<file path="src/rtl/cdt_pkg.sv">
package cdt_pkg;
    timeunit 1ns;
    timeprecision 100ps;

    typedef enum logic [1:0] {
        CH_STOPPED  = 2'd0,
        CH_ONESHOT  = 2'd1,
        CH_PERIODIC = 2'd3
    } ch_state_e;

    localparam int OFS_IEN   = 'h00;
    localparam int OFS_STA   = 'h04;
    localparam int OFS_CTRL  = 'h10;
    localparam int OFS_INTV  = 'h14;
    localparam int OFS_CUR   = 'h18;

    localparam int CTL_EN      = 0;
    localparam int CTL_AUTO    = 1;
    localparam int CTL_SRC     = 2;
    localparam int CTL_PSC_LSB = 4;
endpackage

</file>
<file path="src/rtl/cdt_prescaler.sv">
module cdt_prescaler #(
    parameter int PSC_W = 3
) (
    input  logic             clk,
    input  logic             rst_n,
    input  logic             run_i,
    input  logic             tick_i,
    input  logic [PSC_W-1:0] psc_i,
    output logic             step_o
);
    timeunit 1ns;
    timeprecision 100ps;

    localparam int DIV_W = (1 << PSC_W) - 1;

    logic [DIV_W-1:0] cnt_q;
    logic [DIV_W-1:0] lim;
    logic             wrap;

    // limit = 2^N - 1, built bit by bit
    always_comb begin
        for (int i = 0; i < DIV_W; i++) begin
            lim[i] = (i < int'(psc_i));
        end
    end

    assign wrap   = (cnt_q >= lim);
    assign step_o = run_i && tick_i && wrap;

    always_ff @(posedge clk or negedge rst_n) begin
        if (!rst_n) begin
            cnt_q <= '0;
        end else if (!run_i) begin
            cnt_q <= '0;
        end else if (tick_i) begin
            cnt_q <= wrap ? '0 : cnt_q + 1'b1;
        end
    end

    a_r4_idle_clear: assert property (@(posedge clk) disable iff (!rst_n)
        !run_i |=> (cnt_q == '0));
endmodule

</file>
<file path="src/rtl/cdt_fsm.sv">
module cdt_fsm
    import cdt_pkg::*;
#(
    parameter int DATA_W = 32
) (
    input  logic              clk,
    input  logic              rst_n,
    input  logic              step_i,
    input  logic              wr_ctrl_i,
    input  logic              ctrl_en_i,
    input  logic              ctrl_auto_i,
    input  logic              wr_cur_i,
    input  logic [DATA_W-1:0] wdata_i,
    input  logic [DATA_W-1:0] interval_i,
    output ch_state_e         state_o,
    output logic [DATA_W-1:0] cur_o,
    output logic              expire_o,
    output logic              run_o
);
    timeunit 1ns;
    timeprecision 100ps;

    ch_state_e         state_q, state_d;
    logic [DATA_W-1:0] cur_q, cur_d;

    // state register
    always_ff @(posedge clk or negedge rst_n) begin
        if (!rst_n) begin
            state_q <= CH_STOPPED;
            cur_q   <= '0;
        end else begin
            state_q <= state_d;
            cur_q   <= cur_d;
        end
    end

    // outputs and counter datapath
    always_comb begin
        run_o    = (state_q != CH_STOPPED);
        expire_o = step_i && !wr_cur_i && (cur_q == DATA_W'(1));
        cur_d    = cur_q;
        if (wr_cur_i) begin
            cur_d = wdata_i;
        end else if (step_i) begin
            if (expire_o) begin
                cur_d = (state_q == CH_PERIODIC) ? interval_i : '0;
            end else begin
                cur_d = cur_q - 1'b1;
            end
        end
    end

    // transitions
    always_comb begin
        state_d = state_q;
        if (wr_ctrl_i) begin
            if (!ctrl_en_i)       state_d = CH_STOPPED;
            else if (ctrl_auto_i) state_d = CH_PERIODIC;
            else                  state_d = CH_ONESHOT;
        end else begin
            unique case (state_q)
                CH_STOPPED:  state_d = CH_STOPPED;
                CH_ONESHOT:  if (expire_o) state_d = CH_STOPPED;
                CH_PERIODIC: state_d = CH_PERIODIC;
                default:     state_d = CH_STOPPED;
            endcase
        end
    end

    assign state_o = state_q;
    assign cur_o   = cur_q;

    a_r7_oneshot_stops: assert property (@(posedge clk) disable iff (!rst_n)
        (state_q == CH_ONESHOT && expire_o && !wr_ctrl_i) |=> (state_q == CH_STOPPED && cur_q == '0));
    a_r6_reload: assert property (@(posedge clk) disable iff (!rst_n)
        (state_q == CH_PERIODIC && expire_o) |=> (cur_q == $past(interval_i)));
    a_r3_decrement: assert property (@(posedge clk) disable iff (!rst_n)
        (step_i && !wr_cur_i && cur_q > DATA_W'(1)) |=> (cur_q == $past(cur_q) - 1'b1));
    a_r3_hold: assert property (@(posedge clk) disable iff (!rst_n)
        (!step_i && !wr_cur_i) |=> $stable(cur_q));
endmodule

</file>
<file path="src/rtl/cdt_regs.sv">
module cdt_regs
    import cdt_pkg::*;
#(
    parameter int ADDR_W = 8,
    parameter int DATA_W = 32,
    parameter int PSC_W  = 3
) (
    input  logic              clk,
    input  logic              rst_n,
    input  logic [ADDR_W-1:0] bus_addr,
    input  logic              bus_we,
    input  logic [DATA_W-1:0] bus_wdata,
    input  ch_state_e         state_i,
    input  logic [DATA_W-1:0] cur_i,
    input  logic              expire_i,
    output logic              wr_ctrl_o,
    output logic              wr_cur_o,
    output logic [DATA_W-1:0] interval_o,
    output logic [PSC_W-1:0]  psc_o,
    output logic [DATA_W-1:0] bus_rdata,
    output logic              irq_o
);
    timeunit 1ns;
    timeprecision 100ps;

    logic hit_ien, hit_sta, hit_ctrl, hit_intv, hit_cur;
    logic ien_q, sta_q, src_q;
    logic [PSC_W-1:0]  psc_q;
    logic [DATA_W-1:0] intv_q;
    logic [DATA_W-1:0] ctrl_view;

    assign hit_ien  = (bus_addr == ADDR_W'(OFS_IEN));
    assign hit_sta  = (bus_addr == ADDR_W'(OFS_STA));
    assign hit_ctrl = (bus_addr == ADDR_W'(OFS_CTRL));
    assign hit_intv = (bus_addr == ADDR_W'(OFS_INTV));
    assign hit_cur  = (bus_addr == ADDR_W'(OFS_CUR));

    assign wr_ctrl_o = bus_we && hit_ctrl;
    assign wr_cur_o  = bus_we && hit_cur;

    always_ff @(posedge clk or negedge rst_n) begin
        if (!rst_n) begin
            ien_q  <= 1'b0;
            sta_q  <= 1'b0;
            src_q  <= 1'b0;
            psc_q  <= '0;
            intv_q <= '0;
        end else begin
            if (bus_we && hit_ien)  ien_q  <= bus_wdata[0];
            if (bus_we && hit_intv) intv_q <= bus_wdata;
            if (wr_ctrl_o) begin
                src_q <= bus_wdata[CTL_SRC];
                psc_q <= bus_wdata[CTL_PSC_LSB +: PSC_W];
            end
            sta_q <= (sta_q && !(bus_we && hit_sta && bus_wdata[0])) || expire_i;
        end
    end

    always_comb begin
        ctrl_view                           = '0;
        ctrl_view[CTL_EN]                   = (state_i != CH_STOPPED);
        ctrl_view[CTL_AUTO]                 = (state_i == CH_PERIODIC);
        ctrl_view[CTL_SRC]                  = src_q;
        ctrl_view[CTL_PSC_LSB +: PSC_W]     = psc_q;
    end

    always_comb begin
        bus_rdata = '0;
        if (hit_ien)       bus_rdata[0] = ien_q;
        else if (hit_sta)  bus_rdata[0] = sta_q;
        else if (hit_ctrl) bus_rdata    = ctrl_view;
        else if (hit_intv) bus_rdata    = intv_q;
        else if (hit_cur)  bus_rdata    = cur_i;
    end

    assign interval_o = intv_q;
    assign psc_o      = psc_q;
    assign irq_o      = sta_q && ien_q;

    a_r5_pending: assert property (@(posedge clk) disable iff (!rst_n)
        expire_i |=> sta_q);
    a_r8_clear: assert property (@(posedge clk) disable iff (!rst_n)
        (bus_we && hit_sta && bus_wdata[0] && !expire_i) |=> !sta_q);
    a_r8_hold: assert property (@(posedge clk) disable iff (!rst_n)
        (!(bus_we && hit_sta) && !expire_i) |=> $stable(sta_q));
endmodule

</file>
<file path="src/rtl/cdt_channel.sv">
module cdt_channel
    import cdt_pkg::*;
#(
    parameter int ADDR_W = 8,
    parameter int DATA_W = 32,
    parameter int PSC_W  = 3
) (
    input  logic              clk,
    input  logic              rst_n,
    input  logic              tick_i,
    input  logic [ADDR_W-1:0] bus_addr,
    input  logic              bus_we,
    input  logic [DATA_W-1:0] bus_wdata,
    output logic [DATA_W-1:0] bus_rdata,
    output logic              irq_o
);
    timeunit 1ns;
    timeprecision 100ps;

    ch_state_e         state;
    logic [DATA_W-1:0] cur, interval;
    logic [PSC_W-1:0]  psc;
    logic              expire, run, step, wr_ctrl, wr_cur;

    cdt_regs #(.ADDR_W(ADDR_W), .DATA_W(DATA_W), .PSC_W(PSC_W)) u_regs (
        .clk(clk), .rst_n(rst_n), .bus_addr(bus_addr), .bus_we(bus_we),
        .bus_wdata(bus_wdata), .state_i(state), .cur_i(cur), .expire_i(expire),
        .wr_ctrl_o(wr_ctrl), .wr_cur_o(wr_cur), .interval_o(interval),
        .psc_o(psc), .bus_rdata(bus_rdata), .irq_o(irq_o)
    );

    cdt_prescaler #(.PSC_W(PSC_W)) u_psc (
        .clk(clk), .rst_n(rst_n), .run_i(run), .tick_i(tick_i),
        .psc_i(psc), .step_o(step)
    );

    cdt_fsm #(.DATA_W(DATA_W)) u_fsm (
        .clk(clk), .rst_n(rst_n), .step_i(step), .wr_ctrl_i(wr_ctrl),
        .ctrl_en_i(bus_wdata[CTL_EN]), .ctrl_auto_i(bus_wdata[CTL_AUTO]),
        .wr_cur_i(wr_cur), .wdata_i(bus_wdata), .interval_i(interval),
        .state_o(state), .cur_o(cur), .expire_o(expire), .run_o(run)
    );

    // interrupt line follows pending flag and enable
    a_r9_irq_needs_pending: assert property (@(posedge clk) disable iff (!rst_n)
        irq_o |-> (bus_addr != ADDR_W'(OFS_STA) || bus_rdata[0]));
endmodule

</file>
<file path="config.mk">
export PLATFORM = sky130hd
export DESIGN_NAME = cdt_channel
export DESIGN_NICKNAME = d
export VERILOG_FILES = /design/src/rtl/cdt_pkg.sv /design/src/rtl/cdt_prescaler.sv /design/src/rtl/cdt_fsm.sv /design/src/rtl/cdt_regs.sv /design/src/rtl/cdt_channel.sv
export SDC_FILE = /design/constraint.sdc
export NUM_CORES = 1
export LEC_CHECK = 0
export CAP_MARGIN = 20
export CORE_ASPECT_RATIO = 0.5
export CORE_MARGIN = 2
export CORE_UTILIZATION = 30
export CTS_BUF_LIST = sky130_fd_sc_hd__clkbuf_4
export DETAILED_ROUTE_END_ITERATION = 10
export GPL_ROUTABILITY_DRIVEN = 1
export HOLD_SLACK_MARGIN = 0.15
export MAX_ROUTING_LAYER = met4
export PLACE_DENSITY = 0.49
export SETUP_SLACK_MARGIN = 0.1
export SLEW_MARGIN = 20
export SYNTH_ARGS = -nofsm -noshare
export SYNTH_HDL_FRONTEND = slang
export SYNTH_SLANG_ARGS = --single-unit
</file>
<file path="constraint.sdc">
create_clock -name clk -period 4.2 [get_ports clk]
set_clock_uncertainty 0.2 [all_clocks]
set_input_delay 1.05 -clock clk [delete_from_list [all_inputs] [get_ports clk]]
set_output_delay 1.05 -clock clk [all_outputs]
set_load 0.01 [all_outputs]
</file>
-- Word-level counts from Yosys, hierarchy flattened
Index checks and enable logic that the tools add are counted.
- output and inout bits: 33
- bits in registers: 79
- word-level logic and storage cells: 64
- multiplexer cells: 19
- reduce and logical (&&, ||, !) cells: 18
- equality and inequality tests: 9
- magnitude comparators: 8
- add/sub/neg operators: 2
- operator list (operator ; count):
    32-bit two-way mux ; 7
    31-bit two-way mux ; 2
    32-bit by 1-bit equality test with 1-bit output, second input constant ; 1
    32-bit by 1-bit subtractor with 32-bit output, second input constant ; 1
    8-bit by 5-bit equality test with 1-bit output, second input constant ; 3
    7-bit two-way mux ; 3
    1-bit logical AND ; 12
    3-bit less-than comparator, first input constant ; 3
    8-bit by 3-bit equality test with 1-bit output, second input constant ; 1
    8-bit logical NOT ; 1
    2-bit two-way mux ; 4
    7-bit by 1-bit adder with 7-bit output, second input constant ; 1
    7-bit >= comparator ; 1
    1-bit by 3-bit less-than comparator with 1-bit output, first input constant ; 2
    2-bit by 3-bit less-than comparator with 1-bit output, first input constant ; 2
    2-bit one-hot mux with 2 select lines ; 1
    2-bit nonzero test ; 2
    3-bit by 2-bit inequality test with 1-bit output, second input constant ; 1
    2-bit by 1-bit equality test with 1-bit output, second input constant ; 1
    2-bit equality test, second input constant ; 1
    1-bit logical NOT ; 2
    1-bit two-way mux ; 2
    2-bit inequality test, second input constant ; 1
    1-bit logical OR ; 1

-- Longest topological paths before layout
- depth after elaboration: 8
- depth in mapped cells: 11

-- Hierarchy
A second synthesis with hierarchy kept.
- cells, all modules: 553
- area, all modules: 5306.3 um^2
- by module, submodules not included (module ; sequential area each (um^2) ; cells an instance ; instances ; area each (um^2)):
    cdt_fsm ; 850.8 ; 329 ; 1 ; 2711.4
    cdt_regs ; 950.9 ; 161 ; 1 ; 1991.9
    cdt_prescaler ; 175.2 ; 63 ; 1 ; 603.1

-- Worst setup path before layout
OpenSTA, ideal clock, no wires.
- path type: in2out
- from: input bus_addr[0]
- to: output bus_rdata[12]
- stages: 5
- slack: 312 ps
- arrival: 2638 ps
- buffers on the path: 2
- cells stage by stage: or4_1 > nor4_1 > clkbuf_1 > buf_1 > a22o_1
- cells in the longest elaborated chain, start to end: 6
- elaborated cells between the ends (all ways): 10
- those cells by class: 4 x eq/ne; 5 x mux; 1 x reduce/logical
- RTL lines (element ; line ; source):
    start, declared ; cdt_channel.sv:11 ; input logic [ADDR_W-1:0] bus_addr,
    8-bit by 5-bit equality test with 1-bit output ; cdt_regs.sv:36 ; assign hit_cur = (bus_addr == ADDR_W'(OFS_CUR));
    32-bit two-way mux ; cdt_regs.sv:73 ; else if (hit_cur) bus_rdata = cur_i;
    32-bit two-way mux ; cdt_regs.sv:72 ; else if (hit_intv) bus_rdata = intv_q;
    32-bit two-way mux ; cdt_regs.sv:71 ; else if (hit_ctrl) bus_rdata = ctrl_view;
    31-bit two-way mux ; cdt_regs.sv:70 ; else if (hit_sta) bus_rdata[0] = sta_q;
    31-bit two-way mux (*) ; cdt_regs.sv:69 ; if (hit_ien) bus_rdata[0] = ien_q;
    end, declared ; cdt_channel.sv:14 ; output logic [DATA_W-1:0] bus_rdata,
Every way passes the cells marked *; elsewhere a longest branch is shown, timed or not.

-- Worst setup path after layout
- from: input bus_addr[1]
- to: output bus_rdata[2]
Same word-level chain as after synthesis.

==> implementation parameters <==
Parameter                              Value

Run status
  Outcome    finished clean

Yosys
  Distinct cells, synth    58
  Synth Area in Compound Gates    20.7%
  Area leader, netlist    sky130_fd_sc_hd__dfrtp_1
  Synthesized Nets    606
  Share of the synthesized area in the top cell type    between 30% and 40%
  Area of the mapped netlist    0.00509 mm²
  Share of flip-flops with an asynchronous set or reset    100%
  Largest family of logic cells by synthesized area    compound AO/OA/AOI/OAI gates
  Portion of netlist area occupied by mux cells    10.6%
  Number of synthesized register bits    79
  Number of enable flip-flop cells after synthesis    0
  Mapped Cells    552
  Primary FF master, synth    sky130_fd_sc_hd__dfrtp_1
  Synthesized-area fraction occupied by adder cells    2.46%
  Synthesis Warnings    0
  Top cells by area, synth    sky130_fd_sc_hd__dfrtp_1 39%, sky130_fd_sc_hd__mux2_2 8.4%, sky130_fd_sc_hd__a22o_1 5.0%
  Simple-gate share of the synthesized area    20.4%
  Avg Inst Size Synth    9.23 µm²
  Fraction of the yosys area taken by sequential cells    38.8%
  Xor/xnor cell area share of the yosys netlist    ~3.3%

Routing
  Via count    roughly 4700
  Average via count per standard cell    5.39
  Drt first-iter violations    roughly 320
  Avg WL per Cell    19.1 µm
  Remaining design rule violation count    0
  First-pass detailed-route iteration total    5
  Total detailed-routing wirelength    16700 µm
  Antenna viol nets, final    0

STA
  Unrepaired setup endpoints after global routing    true
  Number of hold violations in the final report    0
  Count of endpoints failing setup in the final report    0
  Tightest hold margin    0.298 ns
  Transition time at the pin with the least slew margin    around 0.96 ns
  Min Clock Period, post-route    about 4 ns
  Final WS setup    0.137 ns
  Relative slew slack    35.6%
  FMAX    about 250 MHz
  Ratio of final minimum period to clock period    96.7%
  Number of max-slew violations in the final report    0
  Total negative slack for setup checks    0 ns

Worst setup path
  Setup crit end kind    output pin
  CP Max Fanout    4
  CP Data Required Time    2.95 ns
  Class of the most critical setup path    in2out
  Arrival time at the worst endpoint    2.81 ns
  Category of the worst setup path launch point    input port
  Launching instance or port of the critical path    bus_addr[1]
  Worst reg2reg startpoint    u_regs.psc_o[2]

Power and ir drop
  Internal cell power    1.45 mW
  Reported leakage power    approximately 2.8 nW
  Worst voltage drop across the vdd grid    around 160 µV
  Proportion of power drawn by the clock network    a little under a quarter
  Power density normalized to cell area    about 360 mW/mm²
  Sw Share    a little under two fifths
  Part of the power in registers    46.5%
  Combinational share of power    30.4%
  Switch Pwr    896 µW

Clock tree
  Clock Pin Slew Worst Setup and Hold Paths    around 0.14 ns
  H-tree depth    3
  Buffer depth of the longest clock path    2
  Clock Latency Late Sink    0.44 ns
  Clk sinks    79
  CTS tree    yes
  Clock tree root driver cell    sky130_fd_sc_hd__clkbuf_4
  Total of hold buffers inserted after clock tree synthesis    0
  CTS Buf Count    9

Placement
  Final HPWL DP    roughly 12000 µm
  Total cell area at the placement stage    0.00627 mm²
  Port Buf Inserts    76
  Setup WS pre-CTS    -0.429 ns
  Routability congestion estimate from global placement    0.815

Layout
  Number of diodes added for antenna fixing    0
  Final design area excluding fillers    around 0.0064 mm²
  Final-stage net count    697
  Fraction of final layout cells with drive strength greater than 1    21.5%
  Area grow syn2layout    26.6%

Global route
  Number of global-route vias before repair    4455
  Overall Global Routing Usage    approximately a fifth
  Antenna violations before repair    0
  Remaining global-route overflow    0
  Global-route wire length before repair    26400 µm
  Largest net degree at the start of global routing    43

Floorplan
  Die X    188 µm
  Die height    96.1 µm
  Initial core utilization    30.9%
  DIE AREA    0.0181 mm²
  Boundary Pins    between 70 and 80
  Total core area    ~0.016 mm²
  Total number of placement rows    33

Hold path
  Beginning of the worst hold path    u_psc.cnt_q[6]
  Worst hold path type    reg2reg

Flow run
  Maxcap violations    0
-- area by class of cell --
| cell class | count | area, µm² |
|---|---|---|
| flip-flops and latches | 79 | 1980 |
| fillers | 1650 | 10000 |
| repair buffers | 117 | 1040 |
| multi-input cells | 430 | 2960 |
| inverters | 6 | 22.5 |
| clock inverters | 6 | 85.1 |
| well taps | 227 | 284 |
| clock buffers | 10 | 75.1 |
-- path summary, 6_finish.rpt --
| check | endpoint | slack, ns | depth (start not counted) |
|---|---|---|---|
| hold reg to reg | u_psc.cnt_q[6] | 0.30 | 1 |
| hold / removal | u_psc.cnt_q[6] | 0.30 | 1 |
| setup reg to reg | u_fsm.cur_o[31] | 0.89 | 8 |
| min in group asynchronous | u_regs.interval_o[17] | 0.38 | 1 |
| setup / recovery | bus_rdata[2] | 0.14 | 7 |
| max in group asynchronous | u_fsm.cur_o[28] | 2.70 | 2 |
-- layout by cell type, fill, tap and decap left out, types with 7 or more instances in the layout --
master                            netlist  final
sky130_fd_sc_hd__a22o_1                29     29
sky130_fd_sc_hd__o21ai_1               13     13
sky130_fd_sc_hd__o31ai_1                8      8
sky130_fd_sc_hd__nor2_1                40     40
sky130_fd_sc_hd__xor2_1                10     10
sky130_fd_sc_hd__nand2_1               55     55
sky130_fd_sc_hd__mux2i_1               11     11
sky130_fd_sc_hd__a311oi_1               8      8
sky130_fd_sc_hd__buf_2                  9     24
sky130_fd_sc_hd__clkdlybuf4s50_1        0     43
sky130_fd_sc_hd__a21oi_1               32     31
sky130_fd_sc_hd__nand4_1                8      8
sky130_fd_sc_hd__a22oi_1                9      9
sky130_fd_sc_hd__clkbuf_4               0     10
sky130_fd_sc_hd__dfrtp_1               79     79
sky130_fd_sc_hd__mux2_2                38     38
sky130_fd_sc_hd__buf_4                  2     32
sky130_fd_sc_hd__xnor2_1                9      9
sky130_fd_sc_hd__nand3_1               19     18
sky130_fd_sc_hd__ha_1                  10     10
sky130_fd_sc_hd__o21ai_0               30     30
sky130_fd_sc_hd__nor4_1                 9      8
sky130_fd_sc_hd__nor3_1                14     13
sky130_fd_sc_hd__and3_1                 7      7
-- layer usage --
layer  vias up  wire [µm]  GRT usage [%]
li1       2248          -              -
met2       167       6850           27.2
met3        10       1220           3.76
met4         0         93           3.15
met5         -          0              -
met1      2287       8550           29.1
-- cells in the mapped netlist, types with 10 or more instances --
library cell	instances
sky130_fd_sc_hd__o21ai_1	13
sky130_fd_sc_hd__a21oi_1	32
sky130_fd_sc_hd__dfrtp_1	79
sky130_fd_sc_hd__nand3_1	19
sky130_fd_sc_hd__clkbuf_1	23
sky130_fd_sc_hd__ha_1	10
sky130_fd_sc_hd__a22o_1	29
sky130_fd_sc_hd__mux2_2	38
sky130_fd_sc_hd__nor3_1	14
sky130_fd_sc_hd__xor2_1	10
sky130_fd_sc_hd__nand2_1	55
sky130_fd_sc_hd__o21ai_0	30
sky130_fd_sc_hd__mux2i_1	11
sky130_fd_sc_hd__nor2_1	40
-- power by group through the flow --
| stage | Sequential (mW) | Clock, mW | Combinational [mW] |
|---|---|---|---|
| 2_1_floorplan | 1.00 | 0 | 0.552 |
| 3_3_place_gp | 1.10 | 0 | 0.699 |
| 3_5_place_dp | 1.11 | 0 | 0.705 |
| 4_1_cts | 1.09 | 0.561 | 0.712 |
| 5_1_grt | 1.12 | 0.581 | 0.802 |
| 6_report | 1.09 | 0.541 | 0.714 |
-- per-stage QoR --
stage | utilization [%] | power [mW] | cells
after floorplan | - | 1.55 | 552
after global placement | 38.1 | 1.80 | 849
after detailed placement | 38.1 | 1.81 | 849
after CTS | 39.2 | 2.36 | 875
after global routing | 39.1 | 2.50 | 875
final | 39.1 | 2.35 | 875
-- logic make-up after synthesis --
| kind of cell | count (synthesis) |
|---|---|
| AO/OA/AOI/OAI | 156 |
| buffers and inverters | 43 |
| adder cells (fa/ha/maj) | 10 |
| AND/OR/NAND/NOR | 196 |
| XOR/XNOR | 19 |
| flip-flops | 79 |
| multiplexers | 49 |
-- registers in the layout, summed over array words and instances, names as in the netlist --
signal and cells:
u_regs.src_q 1, u_fsm.cur_o 32, u_regs.sta_q 1, u_regs.interval_o 32, u_fsm.state_o 2, u_psc.cnt_q 7
u_regs.psc_o 3, u_regs.ien_q 1
-- critical path: stages --
cell                              delay (ns)
sky130_fd_sc_hd__clkdlybuf4s50_1        0.44
sky130_fd_sc_hd__nor3_2                 0.18
sky130_fd_sc_hd__nand3_2                0.10
sky130_fd_sc_hd__buf_4                  0.17
sky130_fd_sc_hd__buf_4                  0.14
sky130_fd_sc_hd__nor2_1                 0.16
sky130_fd_sc_hd__clkdlybuf4s50_1        0.57
-- repair_timing --
item / in CTS / in global routing
pin swaps: 6 / 1
cloned: 2 / 0
resized for setup: 116 / 6
endpoints found under the setup margin: 32 / 25
buffers inserted: 8 / 0
Power figures use the tool's default switching activity.
